==> src/rtl/mesi_l1_pkg.sv <==
`timescale 1ns/1ps
package mesi_l1_pkg;

    typedef enum logic [3:0] {
        ST_NP   = 4'd0,
        ST_I    = 4'd1,
        ST_S    = 4'd2,
        ST_E    = 4'd3,
        ST_M    = 4'd4,
        ST_IS   = 4'd5,
        ST_IM   = 4'd6,
        ST_SM   = 4'd7,
        ST_IS_I = 4'd8,
        ST_M_I  = 4'd9,
        ST_E_I  = 4'd10
    } line_st_t;

    typedef enum logic [3:0] {
        EV_LOAD      = 4'd0,
        EV_IFETCH    = 4'd1,
        EV_STORE     = 4'd2,
        EV_REPL      = 4'd3,
        EV_INV       = 4'd4,
        EV_FWD_GETX  = 4'd5,
        EV_FWD_GETS  = 4'd6,
        EV_FWD_GETI  = 4'd7,
        EV_DATA      = 4'd8,
        EV_DATA_EXCL = 4'd9,
        EV_DATA_PEER = 4'd10,
        EV_DATA_ALL  = 4'd11,
        EV_ACK       = 4'd12,
        EV_ACK_ALL   = 4'd13,
        EV_WB_ACK    = 4'd14
    } line_ev_t;

    typedef enum logic [1:0] {
        PM_NONE = 2'd0,
        PM_RO   = 2'd1,
        PM_RW   = 2'd2,
        PM_BUSY = 2'd3
    } perm_t;

    typedef enum logic [2:0] {
        RQ_GETS = 3'd0,
        RQ_GETI = 3'd1,
        RQ_GETX = 3'd2,
        RQ_UPG  = 3'd3,
        RQ_PUTX = 3'd4
    } req_kind_t;

    typedef struct packed {
        logic      req_valid;
        req_kind_t req_kind;
        logic      data_to_req;
        logic      data_to_l2;
        logic      data_from_buf;
        logic      inv_ack;
        logic      unblock;
        logic      unblock_excl;
        logic      load_hit;
        logic      store_hit;
        logic      buf_alloc;
        logic      buf_free;
        logic      way_alloc;
        logic      way_free;
        logic      fill_write;
        logic      ack_update;
        logic      pop_cpu;
        logic      pop_fwd;
        logic      pop_resp;
        logic      recycle_cpu;
    } strobes_t;

    localparam logic [3:0] EV_RESERVED = 4'd15;

    function automatic logic is_transient(line_st_t st);
        return (st == ST_IS) || (st == ST_IM) || (st == ST_SM) ||
               (st == ST_IS_I) || (st == ST_M_I) || (st == ST_E_I);
    endfunction

    function automatic logic is_cpu_ev(logic [3:0] ev);
        return (ev == EV_LOAD) || (ev == EV_IFETCH) ||
               (ev == EV_STORE) || (ev == EV_REPL);
    endfunction

    function automatic perm_t perm_of(line_st_t st);
        case (st)
            ST_NP, ST_I: return PM_NONE;
            ST_S, ST_E:  return PM_RO;
            ST_M:        return PM_RW;
            default:     return PM_BUSY;
        endcase
    endfunction

endpackage

==> src/rtl/l1_state_table.sv <==
`timescale 1ns/1ps
module l1_state_table
    import mesi_l1_pkg::*;
#(
    parameter int LINES = 16,
    parameter int IDX_W = 4
) (
    input  logic             clk,
    input  logic             rst,
    input  logic             wr_en,
    input  logic [IDX_W-1:0] wr_idx,
    input  line_st_t         wr_state,
    input  logic [IDX_W-1:0] rd_idx,
    output line_st_t         rd_state
);

    line_st_t st_q [LINES];

    for (genvar g = 0; g < LINES; g++) begin : g_line
        always_ff @(posedge clk) begin
            if (rst) begin
                st_q[g] <= ST_NP;
            end else if (wr_en && (wr_idx == IDX_W'(g))) begin
                st_q[g] <= wr_state;
            end
        end
    end

    assign rd_state = st_q[rd_idx];

endmodule

==> src/rtl/l1_transition.sv <==
`timescale 1ns/1ps
module l1_transition
    import mesi_l1_pkg::*;
(
    input  logic       ev_valid,
    input  logic [3:0] ev_code,
    input  line_st_t   cur,
    output line_st_t   nxt,
    output strobes_t   act,
    output logic       err
);

    line_st_t nxt_raw;
    strobes_t act_raw;
    logic     legal;

    always_comb begin
        nxt_raw = cur;
        act_raw = '0;
        legal   = 1'b1;
        if (ev_code == EV_RESERVED) begin
            legal = 1'b0;
        end else if (is_transient(cur) && is_cpu_ev(ev_code)) begin
            act_raw.recycle_cpu = 1'b1;
        end else begin
            case (cur)
                ST_NP, ST_I: begin
                    case (ev_code)
                        EV_LOAD, EV_IFETCH, EV_STORE: begin
                            nxt_raw = (ev_code == EV_STORE) ? ST_IM : ST_IS;
                            act_raw.way_alloc = 1'b1;
                            act_raw.buf_alloc = 1'b1;
                            act_raw.req_valid = 1'b1;
                            act_raw.req_kind  = (ev_code == EV_LOAD)   ? RQ_GETS :
                                                (ev_code == EV_IFETCH) ? RQ_GETI : RQ_GETX;
                            act_raw.pop_cpu   = 1'b1;
                        end
                        EV_REPL: begin
                            nxt_raw = ST_NP;
                            act_raw.way_free = 1'b1;
                        end
                        EV_INV: begin
                            act_raw.inv_ack = 1'b1;
                            act_raw.pop_fwd = 1'b1;
                        end
                        default: legal = 1'b0;
                    endcase
                end
                ST_S: begin
                    case (ev_code)
                        EV_LOAD, EV_IFETCH: begin
                            act_raw.load_hit = 1'b1;
                            act_raw.pop_cpu  = 1'b1;
                        end
                        EV_STORE: begin
                            nxt_raw = ST_SM;
                            act_raw.buf_alloc = 1'b1;
                            act_raw.req_valid = 1'b1;
                            act_raw.req_kind  = RQ_UPG;
                            act_raw.pop_cpu   = 1'b1;
                        end
                        EV_REPL: begin
                            nxt_raw = ST_NP;
                            act_raw.way_free = 1'b1;
                        end
                        EV_INV: begin
                            nxt_raw = ST_I;
                            act_raw.inv_ack = 1'b1;
                            act_raw.pop_fwd = 1'b1;
                        end
                        default: legal = 1'b0;
                    endcase
                end
                ST_E, ST_M: begin
                    case (ev_code)
                        EV_LOAD, EV_IFETCH: begin
                            act_raw.load_hit = 1'b1;
                            act_raw.pop_cpu  = 1'b1;
                        end
                        EV_STORE: begin
                            nxt_raw = ST_M;
                            act_raw.store_hit = 1'b1;
                            act_raw.pop_cpu   = 1'b1;
                        end
                        EV_REPL: begin
                            nxt_raw = (cur == ST_E) ? ST_E_I : ST_M_I;
                            act_raw.buf_alloc = 1'b1;
                            act_raw.req_valid = 1'b1;
                            act_raw.req_kind  = RQ_PUTX;
                            act_raw.way_free  = 1'b1;
                        end
                        EV_INV: begin
                            nxt_raw = ST_I;
                            act_raw.inv_ack    = (cur == ST_E);
                            act_raw.data_to_l2 = (cur == ST_M);
                            act_raw.pop_fwd    = 1'b1;
                        end
                        EV_FWD_GETX: begin
                            nxt_raw = ST_I;
                            act_raw.data_to_req = 1'b1;
                            act_raw.pop_fwd     = 1'b1;
                        end
                        EV_FWD_GETS, EV_FWD_GETI: begin
                            nxt_raw = ST_S;
                            act_raw.data_to_req = 1'b1;
                            act_raw.data_to_l2  = 1'b1;
                            act_raw.pop_fwd     = 1'b1;
                        end
                        default: legal = 1'b0;
                    endcase
                end
                ST_M_I, ST_E_I: begin
                    case (ev_code)
                        EV_WB_ACK: begin
                            nxt_raw = ST_I;
                            act_raw.buf_free = 1'b1;
                            act_raw.pop_resp = 1'b1;
                        end
                        EV_INV, EV_FWD_GETX, EV_FWD_GETS, EV_FWD_GETI: begin
                            nxt_raw = ST_I;
                            act_raw.data_to_req   = (ev_code != EV_INV);
                            act_raw.data_to_l2    = (ev_code != EV_FWD_GETX);
                            act_raw.data_from_buf = 1'b1;
                            act_raw.buf_free      = 1'b1;
                            act_raw.pop_fwd       = 1'b1;
                        end
                        default: legal = 1'b0;
                    endcase
                end
                ST_IS, ST_IS_I: begin
                    case (ev_code)
                        EV_INV: begin
                            nxt_raw = ST_IS_I;
                            act_raw.inv_ack = 1'b1;
                            act_raw.pop_fwd = 1'b1;
                        end
                        EV_DATA_ALL, EV_DATA_PEER, EV_DATA_EXCL: begin
                            if (ev_code == EV_DATA_EXCL) begin
                                nxt_raw = ST_E;
                            end else begin
                                nxt_raw = (cur == ST_IS) ? ST_S : ST_I;
                            end
                            act_raw.fill_write   = 1'b1;
                            act_raw.load_hit     = 1'b1;
                            act_raw.unblock      = (ev_code == EV_DATA_PEER);
                            act_raw.unblock_excl = (ev_code == EV_DATA_EXCL);
                            act_raw.buf_free     = 1'b1;
                            act_raw.pop_resp     = 1'b1;
                        end
                        default: legal = 1'b0;
                    endcase
                end
                ST_IM, ST_SM: begin
                    case (ev_code)
                        EV_INV: begin
                            nxt_raw = ST_IM;
                            act_raw.inv_ack = 1'b1;
                            act_raw.pop_fwd = 1'b1;
                        end
                        EV_ACK: begin
                            act_raw.ack_update = 1'b1;
                            act_raw.pop_resp   = 1'b1;
                        end
                        EV_DATA: begin
                            if (cur == ST_IM) begin
                                nxt_raw = ST_SM;
                                act_raw.fill_write = 1'b1;
                                act_raw.ack_update = 1'b1;
                                act_raw.pop_resp   = 1'b1;
                            end else begin
                                legal = 1'b0;
                            end
                        end
                        EV_DATA_ALL, EV_ACK_ALL: begin
                            if ((cur == ST_IM) == (ev_code == EV_DATA_ALL)) begin
                                nxt_raw = ST_M;
                                act_raw.fill_write   = (ev_code == EV_DATA_ALL);
                                act_raw.store_hit    = 1'b1;
                                act_raw.unblock_excl = 1'b1;
                                act_raw.buf_free     = 1'b1;
                                act_raw.pop_resp     = 1'b1;
                            end else begin
                                legal = 1'b0;
                            end
                        end
                        default: legal = 1'b0;
                    endcase
                end
                default: legal = 1'b0;
            endcase
        end
    end

    always_comb begin
        if (ev_valid && legal) begin
            nxt = nxt_raw;
            act = act_raw;
        end else begin
            nxt = cur;
            act = '0;
        end
        err = ev_valid && !legal;
    end

endmodule

==> src/rtl/l1_line_ctrl.sv <==
`timescale 1ns/1ps
module l1_line_ctrl
    import mesi_l1_pkg::*;
#(
    parameter  int LINES = 16,
    localparam int IDX_W = (LINES > 1) ? $clog2(LINES) : 1
) (
    input  logic             clk,
    input  logic             rst,
    input  logic             ev_valid,
    input  logic [3:0]       ev_code,
    input  logic [IDX_W-1:0] ev_line,
    output logic [3:0]       cur_state,
    output logic [3:0]       nxt_state,
    output logic [1:0]       perm,
    output logic             err,
    output logic             req_valid,
    output logic [2:0]       req_kind,
    output logic             data_to_req,
    output logic             data_to_l2,
    output logic             data_from_buf,
    output logic             inv_ack,
    output logic             unblock,
    output logic             unblock_excl,
    output logic             load_hit,
    output logic             store_hit,
    output logic             buf_alloc,
    output logic             buf_free,
    output logic             way_alloc,
    output logic             way_free,
    output logic             fill_write,
    output logic             ack_update,
    output logic             pop_cpu,
    output logic             pop_fwd,
    output logic             pop_resp,
    output logic             recycle_cpu
);

    line_st_t rd_st;
    line_st_t nxt_st;
    strobes_t act;
    logic     err_w;

    l1_state_table #(.LINES(LINES), .IDX_W(IDX_W)) u_table (
        .clk      (clk),
        .rst      (rst),
        .wr_en    (ev_valid && !err_w),
        .wr_idx   (ev_line),
        .wr_state (nxt_st),
        .rd_idx   (ev_line),
        .rd_state (rd_st)
    );

    l1_transition u_trans (
        .ev_valid (ev_valid),
        .ev_code  (ev_code),
        .cur      (rd_st),
        .nxt      (nxt_st),
        .act      (act),
        .err      (err_w)
    );

    assign cur_state     = rd_st;
    assign nxt_state     = nxt_st;
    assign perm          = perm_of(rd_st);
    assign err           = err_w;
    assign req_valid     = act.req_valid;
    assign req_kind      = act.req_kind;
    assign data_to_req   = act.data_to_req;
    assign data_to_l2    = act.data_to_l2;
    assign data_from_buf = act.data_from_buf;
    assign inv_ack       = act.inv_ack;
    assign unblock       = act.unblock;
    assign unblock_excl  = act.unblock_excl;
    assign load_hit      = act.load_hit;
    assign store_hit     = act.store_hit;
    assign buf_alloc     = act.buf_alloc;
    assign buf_free      = act.buf_free;
    assign way_alloc     = act.way_alloc;
    assign way_free      = act.way_free;
    assign fill_write    = act.fill_write;
    assign ack_update    = act.ack_update;
    assign pop_cpu       = act.pop_cpu;
    assign pop_fwd       = act.pop_fwd;
    assign pop_resp      = act.pop_resp;
    assign recycle_cpu   = act.recycle_cpu;

endmodule

==> config.mk <==
export PLATFORM = sky130hd
export DESIGN_NAME = l1_line_ctrl
export DESIGN_NICKNAME = d
export VERILOG_FILES = /design/src/rtl/mesi_l1_pkg.sv /design/src/rtl/l1_state_table.sv /design/src/rtl/l1_transition.sv /design/src/rtl/l1_line_ctrl.sv
export SDC_FILE = /design/constraint.sdc
export NUM_CORES = 1
export LEC_CHECK = 0
export BUFFER_PORTS_ARGS = -buffer_cell sky130_fd_sc_hd__buf_2
export CORE_MARGIN = 4
export CORE_UTILIZATION = 60
export CTS_CLUSTER_DIAMETER = 150
export DETAILED_ROUTE_END_ITERATION = 8
export PLACE_DENSITY = 0.84
export SYNTH_ARGS = -nofsm -noshare
export SYNTH_HDL_FRONTEND = slang
export SYNTH_HIERARCHICAL = 1
export SYNTH_SLANG_ARGS = --single-unit
==> constraint.sdc <==
create_clock -name clk -period 9.15 [get_ports clk]
set_clock_uncertainty 0.2 [all_clocks]
set_input_delay 0.4575 -clock clk [delete_from_list [all_inputs] [get_ports clk]]
set_output_delay 0.4575 -clock clk [all_outputs]
set_load 0.01 [all_outputs]
==> impl_metrics.json <==
{
  "path_max_fanout": 20,
  "gr-total-overflow": 0,
  "synthCells": 418,
  "wl_um": 10700,
  "grt_pass1_wl_um": 17300,
  "finalHoldViolCount": 0,
  "dieWidth_um": 92.8,
  "fin_util_pct": 68.9,
  "fp-row-count": 30,
  "io_buffers": 43,
  "cp_top_family": "compound AO/OA/AOI/OAI gates",
  "status": "finished, final reports clean",
  "drt_iter0_markers": 541,
  "cp-start-kind": "input pin",
  "synthesis.nets": 430,
  "placed_cell_area_um2": 4530,
  "synth_seq_area_share_pct": 44.5,
  "drc_errors": 0,
  "worstPathBufferInverterCount": 3,
  "power.internal_mw": 0.567,
  "largest_reg_flops": 64,
  "wl_per_cell_um": 19.6,
  "vias": 3558,
  "coreArea_um2": 6910,
  "gp_congestion": 0.908,
  "antenna_found_initial": 0,
  "cts_max_level": 3,
  "crit_path_end_kind": "output port",
  "grt_max_degree": 29,
  "insertion_delay_ns": 0.35,
  "max_freq_mhz": 170,
  "syn2layout_area_growth_pct": 10.3,
  "grt_setup_unrepaired": "no",
  "die_h_um": 92.8,
  "power_leakage_nw": 1.77,
  "arrival_ns": 5.22,
  "grt_pass1_vias": 3357,
  "reg2reg_depth": 14,
  "cp.depth": 14,
  "worstPathCellList": "buf_2, mux4_2, a22oi_1, nand3_1, nand3b_1, nor2_1, ha_1, a211oi_1, o311ai_0, a31o_2, o21ai_0, o21ai_0, buf_4, buf_2",
  "grtUsageTotal_pct": 25.9,
  "swShare_pct": 27.9,
  "power.share.clock_pct": 36.6,
  "io_pins": 44,
  "powerDensity_nw_per_um2": 165,
  "seqPwrFrac_pct": 43.0,
  "p_comb_share_pct": 20.5,
  "antennaDiodeCount": 0,
  "worstHoldStart": "rst",
  "critPathLaunch": "ev_line[0]",
  "ys_ff_latch": 64,
  "timing_worst_setup_path_type": "in -> out",
  "cp.required_ns": 8.49,
  "rr_startpoint": "u_table/st_q[2][1]$_SDFFCE_PN0P_",
  "nNetsFinal": 458,
  "rrSetupSlack_ns": 3.83,
  "largestRegisters": "u_table/st_q (64)",
  "p_sw_mw": 0.219,
  "worst_slew_pin_slew_ns": 0.934,
  "clock_sinks": 64,
  "clk_pin_slew_ns": 0.07,
  "fin_crit_ns": 5.88,
  "cts-root-buf": "clkbuf_8",
  "dp_hpwl_um": 7520,
  "syn_area_per_cell_um2": 10.3,
  "hp-class": "in -> reg",
  "synth_cell_types": 63,
  "synthesis.area_um2": 4310,
  "cts_setup_buffers": 0,
  "synthFlopType": "edfxtp_1",
  "cts_buffers": 9,
  "slew_violations": 0,
  "start_util_pct": 62.5,
  "rr_endpoint": "u_table/st_q[2][0]$_SDFFCE_PN0P_",
  "finalCritPeriodShare_pct": 64.2,
  "dieArea_um2": 8610,
  "drive_gt1_share_pct": 20.6,
  "setup_viol": 0,
  "hold_buffers": 0,
  "cts-resized-gates": 0,
  "first_pass_iters": 6,
  "async_flop_share_pct": 0,
  "cts.path.max_buffers": 2,
  "top_register": "u_table/st_q",
  "slowest_stage": "mux4_2",
  "cpPeakStageDelay_ns": 0.58,
  "endpoint": "nxt_state[3]",
  "slew_headroom_pct": 37.5,
  "ant_nets": 0,
  "tns_ns": 0,
  "ir_drop_uv": 152,
  "cts_tree": "yes",
  "whs_ns": 0.577,
  "synth_edf_count": 64,
  "design_area_um2": 4760,
  "maxCapViolCount": 0,
  "yosysWarnings": 6,
  "via_per_inst": 6.50
}
synthesized netlist by cell type, types with 2 or more instances:
master      n  share of area, %
o21bai_1   19               3.3
nor3_1      8              0.93
nand2b_1    6              0.87
a21oi_1    20               2.3
buf_6       4               1.0
nor2_1     42               3.7
inv_1       8              0.70
and2_1     65               9.4
o2111ai_1   2              0.41
clkbuf_1   17               1.5
nand2_1    21               1.8
or4b_1      2              0.46
nor2b_1     5              0.73
o21a_1      4              0.70
nand3_1    17               2.0
buf_1       2              0.17
a211o_1     2              0.41
o22ai_1     3              0.44
o31ai_1     2              0.35
nand4bb_1   2              0.52
or2_2       2              0.29
a22oi_1     6               1.0
and3_1      4              0.58
nor3_2      3              0.70
xnor2_1     2              0.41
buf_2       6              0.70
a31oi_1     3              0.44
nor3b_1     3              0.52
o21ai_0    19               2.2
a211oi_1    2              0.35
buf_4       3              0.52
mux4_2     16               8.4
edfxtp_1   64                45
nand3b_1    5              0.87
worst min-delay path by stage:
stage	to	cells past startpoint
after floorplan	u_table/st_q[12][0]$_SDFFCE_PN0P_	2
after global placement	u_table/st_q[0][3]$_SDFFCE_PN0P_	2
after detailed placement	u_table/st_q[0][3]$_SDFFCE_PN0P_	2
after CTS	u_table/st_q[0][0]$_SDFFCE_PN0P_	2
after global routing	u_table/st_q[15][2]$_SDFFCE_PN0P_	2
final	u_table/st_q[15][0]$_SDFFCE_PN0P_	2
cells in the final DEF (no fill, tap or decap), types with 4 or more instances in the layout:
cell      netlist  final
buf_4           3      6
o21bai_1       19     19
and3_1          4      4
clkbuf_8        0      9
o21ai_0        19     19
and2_1         65     65
nor2_1         42     42
a21oi_1        20     20
inv_1           8      8
nor2b_1         5      5
nand2b_1        6      6
nor3_1          8      8
o21a_1          4      4
buf_2           6     43
edfxtp_1       64     64
nand3_1        17     17
mux4_2         16     16
nand2_1        21     21
a22oi_1         6      6
nand3b_1        5      5
through the flow:
| step | power [mW] | std cells | setup slack (ns) |
|---|---|---|---|
| after detailed placement | 0.500 | 531 | 3.30 |
| final | 0.786 | 547 | 3.27 |
| after global placement | 0.496 | 531 | 3.68 |
| after floorplan | 0.456 | 418 | 4.39 |
| after global routing | 0.819 | 547 | 2.82 |
| after CTS | 0.785 | 547 | 3.36 |
worst reg2reg max path, cell delays in order, from the launching register on:
cell	delay (ns)
edfxtp_1	0.39
mux4_2	0.47
a22oi_1	0.26
nand3_1	0.57
nand3b_1	0.44
nor2_1	0.12
ha_1	0.40
a211oi_1	0.29
o311ai_0	0.26
nand3_1	0.20
nor2_1	0.07
nor2b_1	0.45
or4b_1	0.58
nor2_1	0.30
and2_1	0.19
cell type report:
| class | instances | area (um^2) |
|---|---|---|
| clock buffer | 9 | 124 |
| tap | 96 | 120 |
| inverter | 8 | 30.0 |
| fill | 530 | 2150 |
| sequential | 64 | 1920 |
| clock inverter | 7 | 110 |
| timing repair buffer | 49 | 260 |
| multi-input combinational | 314 | 2190 |
routing by layer:
layer	vias up	routed length, um	global-route usage (%)
met5	-	0	0
met4	0	262	8.42
met3	40	1000	5.28
met2	228	5130	41.8
met1	1680	4340	35.1
li1	1610	-	-
logic make-up after synthesis:
family                   count (synthesis)  share of synthesized area [%]
multiplexers                            17                           8.61
AO/OA/AOI/OAI                           97                           15.5
AND/OR/NAND/NOR                        196                           25.9
buffers and inverters                   40                           4.61
adder cells (fa/ha/maj)                  1                          0.290
XOR/XNOR                                 3                          0.609
flip-flops                              64                           44.5
power groups by stage:
stage / clock (mW) / combinational [mW] / sequential (mW)
floorplan: 0 / 0.115 / 0.342
detailed placement: 0 / 0.156 / 0.344
global route: 0.307 / 0.173 / 0.338
finish: 0.287 / 0.161 / 0.338
global placement: 0 / 0.153 / 0.343
CTS: 0.290 / 0.157 / 0.338
Note: power is estimated with default switching activity, not from simulation.
